**src/rtl/tlmb_pkg.sv**
```systemverilog
package tlmb_pkg;
  localparam int SRC_W  = 6;
  localparam int SIZE_W = 3;

  localparam logic [2:0] A_PUT_FULL  = 3'd0;
  localparam logic [2:0] A_GET       = 3'd4;
  localparam logic [2:0] D_ACK       = 3'd0;
  localparam logic [2:0] D_ACK_DATA  = 3'd1;

  typedef struct packed {
    logic              is_read;
    logic [SRC_W-1:0]  source;
    logic [SIZE_W-1:0] size;
  } resp_tag_t;
endpackage

```
**src/rtl/tlmb_fifo.sv**
```systemverilog
module tlmb_fifo #(
  parameter int WIDTH = 8,
  parameter int DEPTH = 4
) (
  input  logic             clk,
  input  logic             rst,
  input  logic             push,
  input  logic [WIDTH-1:0] push_data,
  input  logic             pop,
  output logic [WIDTH-1:0] head,
  output logic             empty,
  output logic             full
);
  localparam int PTR_W = (DEPTH > 1) ? $clog2(DEPTH) : 1;
  localparam int CNT_W = $clog2(DEPTH + 1);
  localparam logic [PTR_W-1:0] LAST = PTR_W'(DEPTH - 1);

  logic [WIDTH-1:0] store [DEPTH];
  logic [PTR_W-1:0] wr_ptr, rd_ptr;
  logic [CNT_W-1:0] level;

  always_ff @(posedge clk) begin
    if (push) store[wr_ptr] <= push_data;
  end

  always_ff @(posedge clk) begin
    if (rst) begin
      wr_ptr <= '0;
      rd_ptr <= '0;
      level  <= '0;
    end else begin
      if (push) wr_ptr <= (wr_ptr == LAST) ? '0 : wr_ptr + 1'b1;
      if (pop)  rd_ptr <= (rd_ptr == LAST) ? '0 : rd_ptr + 1'b1;
      case ({push, pop})
        2'b10:   level <= level + 1'b1;
        2'b01:   level <= level - 1'b1;
        default: level <= level;
      endcase
    end
  end

  assign head  = store[rd_ptr];
  assign empty = (level == '0);
  assign full  = (level == CNT_W'(DEPTH));
endmodule

```
**src/rtl/tlmb_credit.sv**
```systemverilog
module tlmb_credit #(
  parameter int LIMIT = 2
) (
  input  logic clk,
  input  logic rst,
  input  logic take,
  input  logic give,
  output logic avail
);
  localparam int CNT_W = $clog2(LIMIT + 1);

  logic [CNT_W-1:0] used;

  always_ff @(posedge clk) begin
    if (rst) begin
      used <= '0;
    end else begin
      case ({take, give})
        2'b10:   used <= used + 1'b1;
        2'b01:   used <= used - 1'b1;
        default: used <= used;
      endcase
    end
  end

  assign avail = (used < CNT_W'(LIMIT));
endmodule

```
**src/rtl/tl_mem_bridge.sv**
```systemverilog
module tl_mem_bridge
  import tlmb_pkg::*;
#(
  parameter int ADDR_W    = 28,
  parameter int DATA_W    = 256,
  parameter int OQ_DEPTH  = 4,
  parameter int RDQ_DEPTH = 2
) (
  input  logic                clk,
  input  logic                rst,
  input  logic                a_valid,
  output logic                a_ready,
  input  logic [2:0]          a_opcode,
  input  logic [SIZE_W-1:0]   a_size,
  input  logic [SRC_W-1:0]    a_source,
  input  logic [ADDR_W-1:0]   a_address,
  input  logic [DATA_W/8-1:0] a_mask,
  input  logic [DATA_W-1:0]   a_data,
  output logic                d_valid,
  input  logic                d_ready,
  output logic [2:0]          d_opcode,
  output logic [SIZE_W-1:0]   d_size,
  output logic [SRC_W-1:0]    d_source,
  output logic                d_denied,
  output logic                d_corrupt,
  output logic [DATA_W-1:0]   d_data,
  output logic                b_valid,
  output logic                c_ready,
  output logic                e_ready,
  output logic                mem_req_valid,
  input  logic                mem_req_ready,
  output logic                mem_req_write,
  output logic [ADDR_W-1:0]   mem_req_addr,
  output logic [DATA_W-1:0]   mem_req_data,
  output logic [DATA_W/8-1:0] mem_req_mask,
  input  logic                mem_rsp_valid,
  input  logic [DATA_W-1:0]   mem_rsp_data
);
  localparam int TAG_W = $bits(resp_tag_t);

  logic              a_is_read;
  logic              rd_avail;
  logic              admit;
  logic              a_fire;
  logic              d_fire;
  logic              oq_full, oq_empty;
  logic [TAG_W-1:0]  oq_head_bits;
  resp_tag_t         oq_head;
  resp_tag_t         oq_in;
  logic              rdq_full, rdq_empty;
  logic              rdq_push, rdq_pop;
  logic [DATA_W-1:0] rdq_head;
  logic              head_ok;

  // request admission
  assign a_is_read = (a_opcode == A_GET);
  assign admit     = !rst && !oq_full && (!a_is_read || rd_avail);
  assign mem_req_valid = a_valid && admit;
  assign a_ready   = admit && mem_req_ready;
  assign a_fire    = a_valid && a_ready;

  assign mem_req_write = !a_is_read;
  assign mem_req_addr  = a_address;
  assign mem_req_data  = a_data;
  assign mem_req_mask  = a_mask;

  // ordered response tags
  assign oq_in.is_read = a_is_read;
  assign oq_in.source  = a_source;
  assign oq_in.size    = a_size;

  tlmb_fifo #(.WIDTH(TAG_W), .DEPTH(OQ_DEPTH)) u_tag_q (
    .clk       (clk),
    .rst       (rst),
    .push      (a_fire),
    .push_data (oq_in),
    .pop       (d_fire),
    .head      (oq_head_bits),
    .empty     (oq_empty),
    .full      (oq_full)
  );
  assign oq_head = oq_head_bits;

  // unstallable read data lands here
  assign rdq_push = mem_rsp_valid && !rst;
  assign rdq_pop  = d_fire && oq_head.is_read;

  tlmb_fifo #(.WIDTH(DATA_W), .DEPTH(RDQ_DEPTH)) u_rdata_q (
    .clk       (clk),
    .rst       (rst),
    .push      (rdq_push),
    .push_data (mem_rsp_data),
    .pop       (rdq_pop),
    .head      (rdq_head),
    .empty     (rdq_empty),
    .full      (rdq_full)
  );

  // reads in flight or buffered
  tlmb_credit #(.LIMIT(RDQ_DEPTH)) u_rd_credit (
    .clk   (clk),
    .rst   (rst),
    .take  (a_fire && a_is_read),
    .give  (rdq_pop),
    .avail (rd_avail)
  );

  // response issue
  assign head_ok  = !oq_empty && (!oq_head.is_read || !rdq_empty);
  assign d_valid  = !rst && head_ok;
  assign d_fire   = d_valid && d_ready;
  assign d_opcode = oq_head.is_read ? D_ACK_DATA : D_ACK;
  assign d_source = oq_head.source;
  assign d_size   = oq_head.size;
  assign d_data   = oq_head.is_read ? rdq_head : '0;
  assign d_denied  = 1'b0;
  assign d_corrupt = 1'b0;

  assign b_valid = 1'b0;
  assign c_ready = 1'b1;
  assign e_ready = 1'b1;
endmodule

```
**config.mk**
```make
export PLATFORM = sky130hd
export DESIGN_NAME = tl_mem_bridge
export DESIGN_NICKNAME = d
export VERILOG_FILES = /design/src/rtl/tlmb_pkg.sv /design/src/rtl/tlmb_fifo.sv /design/src/rtl/tlmb_credit.sv /design/src/rtl/tl_mem_bridge.sv
export SDC_FILE = /design/constraint.sdc
export NUM_CORES = 1
export LEC_CHECK = 0
export BUFFER_PORTS_ARGS = -buffer_cell sky130_fd_sc_hd__buf_2
export CAP_MARGIN = 20
export CORE_AREA = 4 4 461 463
export CTS_BUF_LIST = sky130_fd_sc_hd__clkbuf_8
export DETAILED_ROUTE_END_ITERATION = 12
export DIE_AREA = 0 0 465 467
export GPL_ROUTABILITY_DRIVEN = 0
export REMOVE_ABC_BUFFERS = 1
export SYNTH_ARGS = -nofsm -noshare
export SYNTH_HDL_FRONTEND = slang
export SYNTH_SLANG_ARGS = --single-unit
```
**constraint.sdc**
```tcl
create_clock -name clk -period 19.7 [get_ports clk]
set_input_delay 3.94 -clock clk [delete_from_list [all_inputs] [get_ports clk]]
set_output_delay 3.94 -clock clk [all_outputs]
set_load 0.02 [all_outputs]
```
==> key figures, run 1 <==
Power and ir drop
  – VDD IR max: 0.0000582 V
  – Psw: 0.000682 W
  – Leakage: 9.92 nW
  – Combinational group share of total power: 7.4%
  – Internal: 0.00200 W
  – Switch share: 25.4%
  – Seq pwr share: 51.6%
  – Total Power: 0.00268 W
  – Pwr/cell area: 90.2 nW/um^2
  – Clock power share: 41.0%

Logic synthesis
  – Ranking of synthesized cells by area: edfxtp_1, buf_4, mux2i_1
  – Top FF cell, synth: edfxtp_1
  – Synthesis Warnings: 0
  – Synth async-reset ratio: 0%
  – Synthesized instance count: 1561
  – Top cells by count, synth: edfxtp_1, buf_4, nor2_1
  – Post-synth EDFFs: 552
  – Synth cell types: 36
  – Mean Syn Cell Area: 15.4 sq um
  – Top-count cell post-synth: edfxtp_1
  – Netlist area before placement: 24000 sq um
  – Synth area leader: edfxtp_1
  – Seq/Total Area, Yosys: 70.3%
  – Synth top area share: 69.0%
  – Seq cells post-synth: 568

Drt
  – Vias: 15400
  – Number of DRC markers in iteration 0: 1238
  – DR WL/cell: 49.2 um
  – Drt total wl: 235000 um
  – Drt first pass iters: 5
  – ANT nets after route: 0
  – Vias per inst: 3.23
  – DRC: 0

Min path
  – Hold path cells: 2
  – Hold WC Path Type: reg2reg

Floorplanning
  – I/O pin total: 1183
  – Die area: 217000 sq um
  – Die Ht: 467 um
  – Core footprint: 209000 sq um
  – Horiz. Die Dim: 465 um
  – Row cnt: 168
  – Initial Utilization: 11.5%

STA
  – Slew Limit Fails: 0
  – Fmax: 111 MHz
  – Final-report setup violation count: 0
  – Period utilisation layout: 45.6%
  – Final Hold Fails: 0
  – Tmin final: 8.99 ns
  – Slew @ Worst Pin: 1.04 ns
  – Setup TNS: 0 ns
  – Clk_skew: 0.0560 ns
  – Unrepaired setup endpoints after global routing: no
  – Relative slew slack: 30.9%

Setup path
  – Worst reg-to-reg setup slack: 16.57 ns
  – Worst EP required: 15.76 ns
  – Critical path class: in2out
  – CP Launch Type: input pin
  – Crit Path Max Fanout: 8
  – Crit end category: output pin
  – Reg2reg path depth: 9
  – WP data arrival: 5.05 ns

Placed design
  – IO buf count: 543
  – Post-DP HPWL: 209000 um
  – DP Area: 27600 sq um
  – Placed instance count: 4544

Layout
  – Area of the multi-input gates: 4340 sq um
  – Final nets: 2442
  – Layout cells sized above 1: 36.9%
  – Reg area: 16900 sq um
  – Design area: 29800 sq um
  – Fin util: 14.3%
  – Final cell count without fillers: 4779
  – Area grow syn2layout: 23.9%
  – Fill cell count: 23200

Clock network
  – Clock root cell: clkbuf_8
  – Clock Sinks: 568
  – Post-cts hold buffer count: 0
  – Post_cts resized: 0
  – CTS H-Tree Depth: 3
  – Worst-case clock buffer depth: 3
  – CTS tree: yes
  – Post CTS Setup Buffer Count: 0
  – Num CTS Buffers: 102
  – Clk_lat worst skew: 0.80 ns
  – Clock-pin slew on the worst setup and hold paths: 0.07 ns

GRT
  – Initial antenna violation count: 115
  – Global Route Usage Sum: 20.9%
  – Vias in the first global route: 14400
  – Grt ovf: 0
  – Pin count of the biggest net entering global routing: 124
  – Global-route wire length before repair: 265000 um

Outcome
  – Status: completed

Run
  – Max-cap violation count: 0
-- critical path: stages --
cell	delay, ns
buf_2	0.10
nor3b_2	0.47
a211oi_1	0.17
and2_1	0.21
buf_2	0.16
-- stage by stage --
stage	worst slack (ns)	hold slack [ns]
3_3_place_gp	10.73	0.476
3_5_place_dp	10.70	0.493
2_1_floorplan	4.11	0.456
6_report	10.71	0.503
5_1_grt	10.53	0.554
4_1_cts	10.61	0.508
-- final timing paths --
kind | from | to
max reg2reg | flop | u_rd_credit.used[1]$_SDFFE_PP0P_
min reg2reg | u_rdata_q.rd_ptr$_SDFFE_PP0P_ | flop
max | a_opcode[1] | mem_req_valid
min | u_rdata_q.rd_ptr$_SDFFE_PP0P_ | flop
-- power groups by stage --
| stage | sequential [W] | clock [W] | combinational (W) |
|---|---|---|---|
| floorplan | 0.00143 | 0 | 0.0000912 |
| global placement | 0.00141 | 0 | 0.000200 |
| detailed placement | 0.00141 | 0 | 0.000204 |
| CTS | 0.00139 | 0.00114 | 0.000204 |
| global route | 0.00139 | 0.00120 | 0.000211 |
| finish | 0.00139 | 0.00110 | 0.000198 |
-- flip-flops by register name, indices dropped and copies added (netlist names), named ones only --
register and count:
u_rdata_q.wr_ptr 1, u_rdata_q.store 512, u_tag_q.wr_ptr 2, u_tag_q.level 3, u_rd_credit.used 2, u_rdata_q.level 2, u_rdata_q.rd_ptr 1, u_tag_q.store 40
u_tag_q.rd_ptr 2
-- cell type report --
class	count	share of cell area (%)
diodes	50	0.420
clock buffers	103	4.76
clock inverters	82	1.92
inverters	10	0.126
multi-input cells	604	14.6
flip-flops and latches	568	56.8
well taps	2805	11.8
repair buffers	557	9.61
-- cells in the final DEF, fill, tap and decap left out, types with 3 or more instances in the layout --
cell and instances:
edfxtp_1 552, buf_2 543, nor2_1 269, mux2i_1 257
clkbuf_8 103, diode_2 50, inv_1 35, clkinv_1 26
dfxtp_1 15, buf_4 11, mux4_2 9, clkinvlp_4 9
clkinv_2 9, ha_1 8, conb_1 7, and2_1 6
bufinv_16 6, nand2_1 5, a21oi_1 5, xor2_1 5
or3_1 4, o21ai_0 4, xnor2_1 3, buf_12 3
-- cells by family (layout without fill, tap and decap cells) --
kind of cell,Yosys count,in the layout,share of synthesized area [%]
flops,568,568,70.3
buf+inv,394,752,11.8
simple gates,297,297,4.94
mux,268,268,11.6
compound gates,15,15,0.495
fa+ha+maj,9,9,0.500
xor+xnor,8,8,0.292
other cells,2,57,0.0313
-- routing by layer --
metal	part of all wire [%]	wire length (um)	vias up	global-route usage, %
met4	3.1	7410	90	5.24
met1	21	50100	7114	12.1
met3	33	77000	314	33.7
met2	41	96600	2009	30.3
met5	1.8	4250	-	12.3
li1	-	-	5915	-
(Power assumes the default switching activity.)
==> run 2: changes to the inputs <==
==> constraint.sdc (replaced) <==
create_clock -name clk -period 7.45 [get_ports clk]
set_input_delay 1.49 -clock clk [delete_from_list [all_inputs] [get_ports clk]]
set_output_delay 1.49 -clock clk [all_outputs]
set_load 0.02 [all_outputs]
==> key figures, run 2 (synthesized netlist as in run 1, its figures left out) <==
Floorplanning
  – Horiz. Die Dim: 465 um
  – Row cnt: 168
  – Die Ht: 467 um
  – Initial Utilization: 11.5%
  – Core footprint: 209000 sq um
  – Die area: 217000 sq um
  – I/O pin total: 1183

Setup path
  – Critical path class: reg2out
  – Reg2reg path depth: 9
  – WP data arrival: 3.43 ns
  – Worst EP required: 5.96 ns
  – CP Launch Type: flop
  – Crit end category: output pin
  – Crit Path Max Fanout: 89

Clock network
  – Post CTS Setup Buffer Count: 0
  – CTS H-Tree Depth: 3
  – Clock-pin slew on the worst setup and hold paths: 0.06 ns
  – Clock Sinks: 568
  – Clk_lat worst skew: 0.82 ns
  – CTS tree: yes
  – Post_cts resized: 0
  – Num CTS Buffers: 102
  – Post-cts hold buffer count: 0
  – Clock root cell: clkbuf_8
  – Worst-case clock buffer depth: 3

Layout
  – Max FFs per register: 512
  – Top flop regs: u_rdata_q.store: 512 flops, u_tag_q.store: 40 flops, u_tag_q.level: 3 flops
  – Area grow syn2layout: 24.0%
  – Commonest non-fill, non-tap cell in the layout: edfxtp_1
  – Fill cell count: 23200
  – Final cell count without fillers: 4770
  – Most frequent cells in the layout: edfxtp_1, buf_2, nor2_1
  – Final nets: 2444
  – Layout cells sized above 1: 36.9%
  – Reg with most FFs: u_rdata_q.store

GRT
  – Global Route Usage Sum: 21.2%
  – Global-route wire length before repair: 268000 um
  – Grt ovf: 0
  – Vias in the first global route: 14400
  – Initial antenna violation count: 122
  – Pin count of the biggest net entering global routing: 109

STA
  – Period utilisation layout: 66.0%
  – Relative slew slack: 34.0%
  – Final-report setup violation count: 0
  – Clk_skew: 0.0338 ns
  – Hold slack: 0.500 ns
  – Slew Limit Fails: 0
  – Final Hold Fails: 0
  – Fmax: 203 MHz
  – Slew @ Worst Pin: 0.990 ns
  – Unrepaired setup endpoints after global routing: no
  – Tmin final: 4.92 ns

Min path
  – Hold WC Path Type: reg2reg
  – Hold path cells: 2

Drt
  – Drt first pass iters: 5
  – Vias per inst: 3.26
  – ANT nets after route: 0
  – Drt total wl: 238000 um
  – DR WL/cell: 49.9 um
  – Number of DRC markers in iteration 0: 1490
  – Vias: 15600
  – DRC: 0

Placed design
  – Placed instance count: 4546
  – IO buf count: 543
  – Post-DP HPWL: 210000 um

Outcome
  – Status: completed

Power and ir drop
  – Internal: 0.00529 W
  – Psw: 0.00181 W
  – Clock power share: 41.0%
  – VDD IR max: 0.000145 V
  – Seq pwr share: 51.7%
  – Switch share: 25.5%
  – Leakage: 9.96 nW
  – Combinational group share of total power: 7.3%
  – Total Power: 0.00710 W
  – Pwr/cell area: 238 nW/um^2

Run
  – Max-cap violation count: 0
-- run 2: per-stage QoR --
stage                     TNS [ns]  area, sq um  setup slack [ns]  util [%]
after floorplan           -3776.59        21300             -5.69         -
after global placement           0        27700              3.32      13.3
after detailed placement         0        27700              3.28      13.3
after CTS                        0        29700              2.33      14.2
after global routing             0        29700              2.21      14.2
final                            0        29800              2.53      14.3
-- run 2: routing by layer --
layer	part of all wire [%]	routed length, um	GRT usage (%)	vias up
met5	2.2	5160	15.4	-
met4	2.2	5270	4.23	98
met1	21	49700	11.7	7083
met2	42	101000	31.5	2152
met3	32	76700	34.1	334
li1	-	-	-	5900
-- run 2: worst paths after layout --
kind / start / end / slack (ns)
max: flop / d_data[248] / 2.53
min: u_tag_q.level[2]$_SDFFE_PP0P_ / u_tag_q.level[2]$_SDFFE_PP0P_ / 0.50
max reg2reg: flop / u_tag_q.level[2]$_SDFFE_PP0P_ / 4.72
min reg2reg: u_tag_q.level[2]$_SDFFE_PP0P_ / u_tag_q.level[2]$_SDFFE_PP0P_ / 0.50
-- run 2: final cells by class --
| class | instances | area (sq um) | share of cell area (%) |
|---|---|---|---|
| clock buffers | 102 | 1400 | 4.71 |
| multi-input cells | 604 | 4340 | 14.6 |
| well taps | 2805 | 3510 | 11.8 |
| repair buffers | 559 | 2930 | 9.82 |
| flip-flops and latches | 568 | 16900 | 56.7 |
| diodes | 46 | 115 | 0.386 |
| inverters | 10 | 37.5 | 0.126 |
| clock inverters | 76 | 556 | 1.86 |
-- run 2: power groups by stage --
stage | logic, W | registers [W] | clock network, W
2_1_floorplan | 0.000241 | 0.00377 | 0
3_3_place_gp | 0.000525 | 0.00373 | 0
3_5_place_dp | 0.000533 | 0.00373 | 0
4_1_cts | 0.000534 | 0.00367 | 0.00304
5_1_grt | 0.000555 | 0.00367 | 0.00317
6_report | 0.000521 | 0.00367 | 0.00291
-- run 2: critical path: stages (launching register included) --
cell	delay [ns]
dfxtp_1	0.65
mux2_2	0.44
o21ai_4	0.31
buf_4	0.73
nor2_1	0.21
buf_2	0.22
